--- config.mk ---
export PLATFORM = sky130hd
export DESIGN_NAME = tkl_loader
export DESIGN_NICKNAME = d
export VERILOG_FILES = /design/src/rtl/tkl_pkg.sv /design/src/rtl/tkl_token_chain.sv /design/src/rtl/tkl_slot_bank.sv /design/src/rtl/tkl_loader.sv
export SDC_FILE = /design/constraint.sdc
export NUM_CORES = 2
export LEC_CHECK = 0
export BUFFER_PORTS_ARGS = -buffer_cell sky130_fd_sc_hd__buf_4
export CORE_ASPECT_RATIO = 0.6
export CORE_MARGIN = 1
export CORE_UTILIZATION = 50
export CTS_CLUSTER_DIAMETER = 120
export DETAILED_ROUTE_END_ITERATION = 8
export HOLD_SLACK_MARGIN = 0.06
export PLACE_DENSITY = 0.66
export REMOVE_ABC_BUFFERS = 1
export SETUP_SLACK_MARGIN = 0.2
export SYNTH_ARGS = -nofsm -noshare
export SYNTH_HDL_FRONTEND = slang
export SYNTH_HIERARCHICAL = 1
export SYNTH_SLANG_ARGS = --single-unit
--- constraint.sdc ---
create_clock -name clk -period 34.4 [get_ports clk]
set_input_delay 5.16 -clock clk [delete_from_list [all_inputs] [get_ports clk]]
set_output_delay 5.16 -clock clk [all_outputs]
set_load 0.02 [all_outputs]
--- src/rtl/tkl_pkg.sv ---
package tkl_pkg;

    localparam int unsigned GRAY_W      = 6;
    localparam int unsigned FULL_SLOTS  = 200;
    localparam int unsigned SHORT_SLOTS = 192;

    // Direction of the token walk along the slot chain.
    typedef enum logic {
        WALK_UP   = 1'b0,
        WALK_DOWN = 1'b1
    } walk_e;

    // Number of slots taking part in a walk for the selected mode.
    function automatic logic [31:0] live_count(input logic short_sel,
                                               input logic [31:0] full_n,
                                               input logic [31:0] short_n);
        return short_sel ? short_n : full_n;
    endfunction

endpackage

--- src/rtl/tkl_token_chain.sv ---
module tkl_token_chain
    import tkl_pkg::*;
#(
    parameter int unsigned N       = FULL_SLOTS,
    parameter int unsigned SHORT_N = SHORT_SLOTS
) (
    input  logic         clk,
    input  logic         rst,
    input  logic         load_en,
    input  logic         tok_in,
    input  walk_e        dir,
    input  logic         short_mode,
    output logic [N-1:0] tok_q,
    output logic [N-1:0] active,
    output logic         tok_out
);
    localparam int unsigned IDX_W = (N > 1) ? $clog2(N) : 1;

    logic [31:0]      live_n;
    logic [IDX_W-1:0] last_idx;
    logic [IDX_W-1:0] entry_idx;
    logic [N-1:0]     tok_nxt;
    logic             inject;
    logic             leave;

    always_comb begin
        live_n    = live_count(short_mode, 32'(N), 32'(SHORT_N));
        last_idx  = IDX_W'(live_n - 32'd1);
        entry_idx = (dir == WALK_DOWN) ? last_idx : '0;
        inject    = tok_in & ~(|tok_q);
        leave     = (dir == WALK_DOWN) ? tok_q[0] : tok_q[last_idx];
    end

    for (genvar i = 0; i < N; i++) begin : g_slot
        logic from_lo;
        logic from_hi;
        if (i > 0) begin : g_lo
            assign from_lo = tok_q[i-1];
        end else begin : g_lo0
            assign from_lo = 1'b0;
        end
        if (i < N - 1) begin : g_hi
            assign from_hi = tok_q[i+1];
        end else begin : g_hiN
            assign from_hi = 1'b0;
        end
        assign active[i]  = (32'(i) < live_n);
        assign tok_nxt[i] = (active[i] & ((dir == WALK_DOWN) ? from_hi : from_lo))
                          | (inject & (entry_idx == IDX_W'(i)));
    end

    always_ff @(posedge clk) begin
        if (rst) begin
            tok_q   <= '0;
            tok_out <= 1'b0;
        end else begin
            tok_out <= load_en & leave;
            if (load_en) begin
                tok_q <= tok_nxt;
            end
        end
    end

endmodule

--- src/rtl/tkl_slot_bank.sv ---
module tkl_slot_bank
    import tkl_pkg::*;
#(
    parameter int unsigned N = FULL_SLOTS,
    parameter int unsigned W = GRAY_W
) (
    input  logic           clk,
    input  logic           rst,
    input  logic [N-1:0]   capture,
    input  logic [N-1:0]   active,
    input  logic [W-1:0]   data_in,
    input  logic           latch,
    output logic [N*W-1:0] out_data
);
    logic [W-1:0] tmp_q [N];
    logic [W-1:0] out_q [N];

    for (genvar i = 0; i < N; i++) begin : g_cell
        always_ff @(posedge clk) begin
            if (rst) begin
                tmp_q[i] <= '0;
                out_q[i] <= '0;
            end else begin
                if (capture[i]) begin
                    tmp_q[i] <= data_in;
                end
                if (latch) begin
                    out_q[i] <= active[i] ? tmp_q[i] : '0;
                end
            end
        end
        assign out_data[i*W +: W] = out_q[i];
    end

endmodule

--- src/rtl/tkl_loader.sv ---
module tkl_loader
    import tkl_pkg::*;
#(
    parameter int unsigned NUM_SLOTS   = FULL_SLOTS,
    parameter int unsigned SHORT_SLOTS = tkl_pkg::SHORT_SLOTS,
    parameter int unsigned DATA_W      = GRAY_W
) (
    input  logic                        clk,
    input  logic                        rst,
    input  logic                        tok_in,
    input  logic                        load_en,
    input  logic [DATA_W-1:0]           data_in,
    input  logic                        latch,
    input  logic                        rev_dir,
    input  logic                        short_mode,
    output logic                        tok_out,
    output logic [NUM_SLOTS*DATA_W-1:0] out_data
);
    logic [NUM_SLOTS-1:0] tok_q;
    logic [NUM_SLOTS-1:0] active;
    logic [NUM_SLOTS-1:0] capture;
    walk_e                dir;

    assign dir     = walk_e'(rev_dir);
    assign capture = load_en ? (tok_q & active) : '0;

    tkl_token_chain #(
        .N       (NUM_SLOTS),
        .SHORT_N (SHORT_SLOTS)
    ) u_chain (
        .clk        (clk),
        .rst        (rst),
        .load_en    (load_en),
        .tok_in     (tok_in),
        .dir        (dir),
        .short_mode (short_mode),
        .tok_q      (tok_q),
        .active     (active),
        .tok_out    (tok_out)
    );

    tkl_slot_bank #(
        .N (NUM_SLOTS),
        .W (DATA_W)
    ) u_bank (
        .clk      (clk),
        .rst      (rst),
        .capture  (capture),
        .active   (active),
        .data_in  (data_in),
        .latch    (latch),
        .out_data (out_data)
    );

endmodule

==> impl_metrics.toml <==
[outcome]
status = "finished, final reports clean"

[floorplanning]
die_h_um = 366
starting_density_of_the_core_pct = 50.4
die_w_um = 609
die_area_sq_mm = 0.223
core_box_area_sq_mm = 0.219
io_pins = 1214
num_rows = 133

[route]
avgViaCountPerCell = 5.83
ant_nets = 0
avgRoutedWirePerCell_um = 26.8
detail_route.iter0.violations = 6338
drtPass1Iterations = 5
drt_drc_violations_left = 0
totalWireLength_mm = 293
count_of_vias_placed_by_the_detailed_router = 63700

[placement]
number_of_placed_cells_counting_well_taps = 10500
post-dp-hpwl_mm = 188
place_worst_setup_slack_ns = 22.51
io_buffer_count = 1213
gp_routability_congestion = 0.832
postPlaceCellArea_sq_mm = 0.120

[logic_synthesis]
yosys_warnings = 6
async_flop_share_pct = 0
synthDistinctLibCells = 33
post_synth_inst_count = 6958
synthesized_cell_area_sq_mm = 0.111
avgSynthCellArea_sq_um = 15.9
ys_seq_elements = 2601
seq_area_frac_synth_pct = 68.8
synth_enable_flop_cells = 2400
ys_dominant_reg_cell = "sky130_fd_sc_hd__edfxtp_1"

[worst_setup_path]
timing.reg2reg.setup_slack_ns = 31.60
timing.rr.end = "u_chain/tok_q[199]"
worst_setup_path_end_kind = "flop"
path_class = "in -> reg"
critPathMaxFanout = 183
required_ns = 34.89
cpMostUsedCell = "sky130_fd_sc_hd__buf_4"
ordered_cell_list_for_the_critical_path = "buf_16 > or2_4 > buf_4 > buf_4 > buf_4 > buf_4 > buf_4 > buf_4"
worst_r2r_path_depth = 5
critPathLaunchType = "input pin"
cp_slowest_stage_delay_ns = 0.87
critical_path.startpoint = "rst"
worst_setup_path_endpoint = "u_bank/out_q[1][265]"
cp_top_family = "buffers and inverters"
worst_ep_arrival_time_ns = 11.48
cp_slowest_cell = "sky130_fd_sc_hd__buf_4"
count_of_cell_instances_traversed_by_the_critical_path = 8
worstReg2RegStart = "u_chain/tok_q[165]"
worst-path-buf-inv = 7

[cts]
cts.root.buffer_cell = "sky130_fd_sc_hd__clkbuf_16"
clkSlewWorstSetupHoldPaths_ns = 0.06
clock_sinks = 2601
worst_skew_pair.late_latency_ns = 0.87
cts_setup_buffers = 0
clock_path_buffers = 4
cts_resized = 0
cts_tree = "done"
cts_hold_repair.buffers = 0
ctsHtreeMaxLevel = 4
cts_buffers = 241

[final_layout]
layout.cells.most_common = "sky130_fd_sc_hd__edfxtp_1"
finish.utilization_pct = 58.3
fin_area_sq_mm = 0.128
layout_common_cells = "sky130_fd_sc_hd__edfxtp_1 (2,400), sky130_fd_sc_hd__buf_4 (1,275), sky130_fd_sc_hd__and4b_1 (1,200), sky130_fd_sc_hd__and3b_1 (1,200), sky130_fd_sc_hd__clkbuf_16 (243)"
fin_cells = 10900
drive_above_1_share_pct = 22.7
syn_to_final_growth_pct = 15.6
nets = 7833

[sta]
final.setup.worst_slack_ns = 23.41
clock_skew_ns = 0.0493
timing.final.setup_violations = 0
clock.fmax_mhz = 91.0
final_min_period_over_clock_period_pct = 31.9
timing.final.crit_period_ns = 10.99
final-hold-violation-count = 0
setup-tns-final_ns = 0
slew-limit-headroom_pct = 22.8
final-max-slew-violation-count = 0
worstMarginPinSlew_ns = 1.16
rsz0062_at_grt = "false"

[grt]
grt_first_pass_wirelength_mm = 419
grt_max_degree = 269
grt_use_total_pct = 25.2
number_of_global_route_vias_before_repair = 60500
overflow = 0
grt_antenna_before_repair = 13

[pwr]
powerDensity_mw_per_mm2 = 54.0
power.static_leakage_uw = 0.0583
peakVddDrop_mv = 0.0441

[flow_run]
max_cap_violations = 0

[min_path]
hold_class = "reg -> reg"
-- worst min-delay path, cell delays in order (launching register included) --
cell                       delay [ns]
sky130_fd_sc_hd__dfxtp_1         0.35
sky130_fd_sc_hd__nor2_1          0.10
sky130_fd_sc_hd__a211oi_1        0.05
-- per-stage QoR --
| stage | hold WS, ns | total power, uW |
|---|---|---|
| after floorplan | 0.489 | 4030 |
| after global placement | 0.523 | 4330 |
| after detailed placement | 0.537 | 4340 |
| after CTS | 0.547 | 6950 |
| after global routing | 0.572 | 7110 |
| final | 0.544 | 6900 |
-- worst min path at each step --
stage,from,cells after the start,endpoint,slack (ns)
after floorplan,u_chain/tok_q[156],2,u_chain/tok_q[156],0.49
after global placement,u_chain/tok_q[65],2,u_chain/tok_q[65],0.52
after detailed placement,u_chain/tok_q[101],2,u_chain/tok_q[101],0.54
after CTS,u_chain/tok_q[104],2,u_chain/tok_q[104],0.55
after global routing,u_chain/tok_q[147],2,u_chain/tok_q[147],0.57
final,u_chain/tok_q[42],2,u_chain/tok_q[42],0.54
-- where the power goes --
part	switching [uW]	leakage [uW]	internal [uW]
Combinational	387	0.0272	190
Sequential	90.6	0.0274	3610
Clock	1160	0.00371	1460
-- Yosys cell counts (7+ instances only) --
cell type | number | area, sq um
sky130_fd_sc_hd__a211oi_1 | 190 | 1430
sky130_fd_sc_hd__buf_2 | 309 | 1550
sky130_fd_sc_hd__or2_1 | 19 | 119
sky130_fd_sc_hd__clkbuf_1 | 306 | 1150
sky130_fd_sc_hd__edfxtp_1 | 2400 | 72100
sky130_fd_sc_hd__nor4_1 | 46 | 288
sky130_fd_sc_hd__and3_1 | 200 | 1250
sky130_fd_sc_hd__buf_1 | 16 | 60.1
sky130_fd_sc_hd__and4b_1 | 1200 | 12000
sky130_fd_sc_hd__and3b_1 | 1200 | 10500
sky130_fd_sc_hd__dfxtp_1 | 201 | 4020
sky130_fd_sc_hd__buf_6 | 27 | 304
sky130_fd_sc_hd__mux2i_1 | 191 | 1910
sky130_fd_sc_hd__nor2_1 | 204 | 766
sky130_fd_sc_hd__a21oi_1 | 9 | 45.0
sky130_fd_sc_hd__buf_4 | 206 | 1550
sky130_fd_sc_hd__mux2_2 | 7 | 78.8
sky130_fd_sc_hd__or2_2 | 182 | 1140
sky130_fd_sc_hd__nand4_1 | 14 | 87.6
sky130_fd_sc_hd__nor2b_1 | 10 | 62.6
-- final cells by class --
class,instances,area [sq um]
fillers,16700,91500
flip-flops and latches,2601,76100
multi-input cells,3682,30600
repair buffers,1293,9890
clock buffers,319,6480
well taps,2902,3630
clock inverters,122,1120
diodes,7,17.5
inverters,1,3.75
-- logic make-up (layout without fill, tap and decap cells) --
family,Yosys count,in the layout,share of synthesized area (%)
buffers and inverters,866,1735,4.18
and+or+nand+nor,3088,3088,23.8
other,1,199,0.00339
DFF,2601,2601,68.8
muxes,198,198,1.80
AOI/OAI and AO/OA,204,204,1.36
-- sequential cells by signal, summed over array words and instances (netlist names) --
name and cells:
u_chain/tok_q 200, u_chain/tok_out 1, u_bank/out_q 1200, u_bank/tmp_q 1200
-- routing by layer --
metal  GRT usage (%)  part of all wire (%)
met3            4.61                   5.9
met4            9.37                   4.1
met2            42.0                    49
met5               0                     0
met1            33.0                    41
Note: power is estimated with default switching activity, not from simulation.
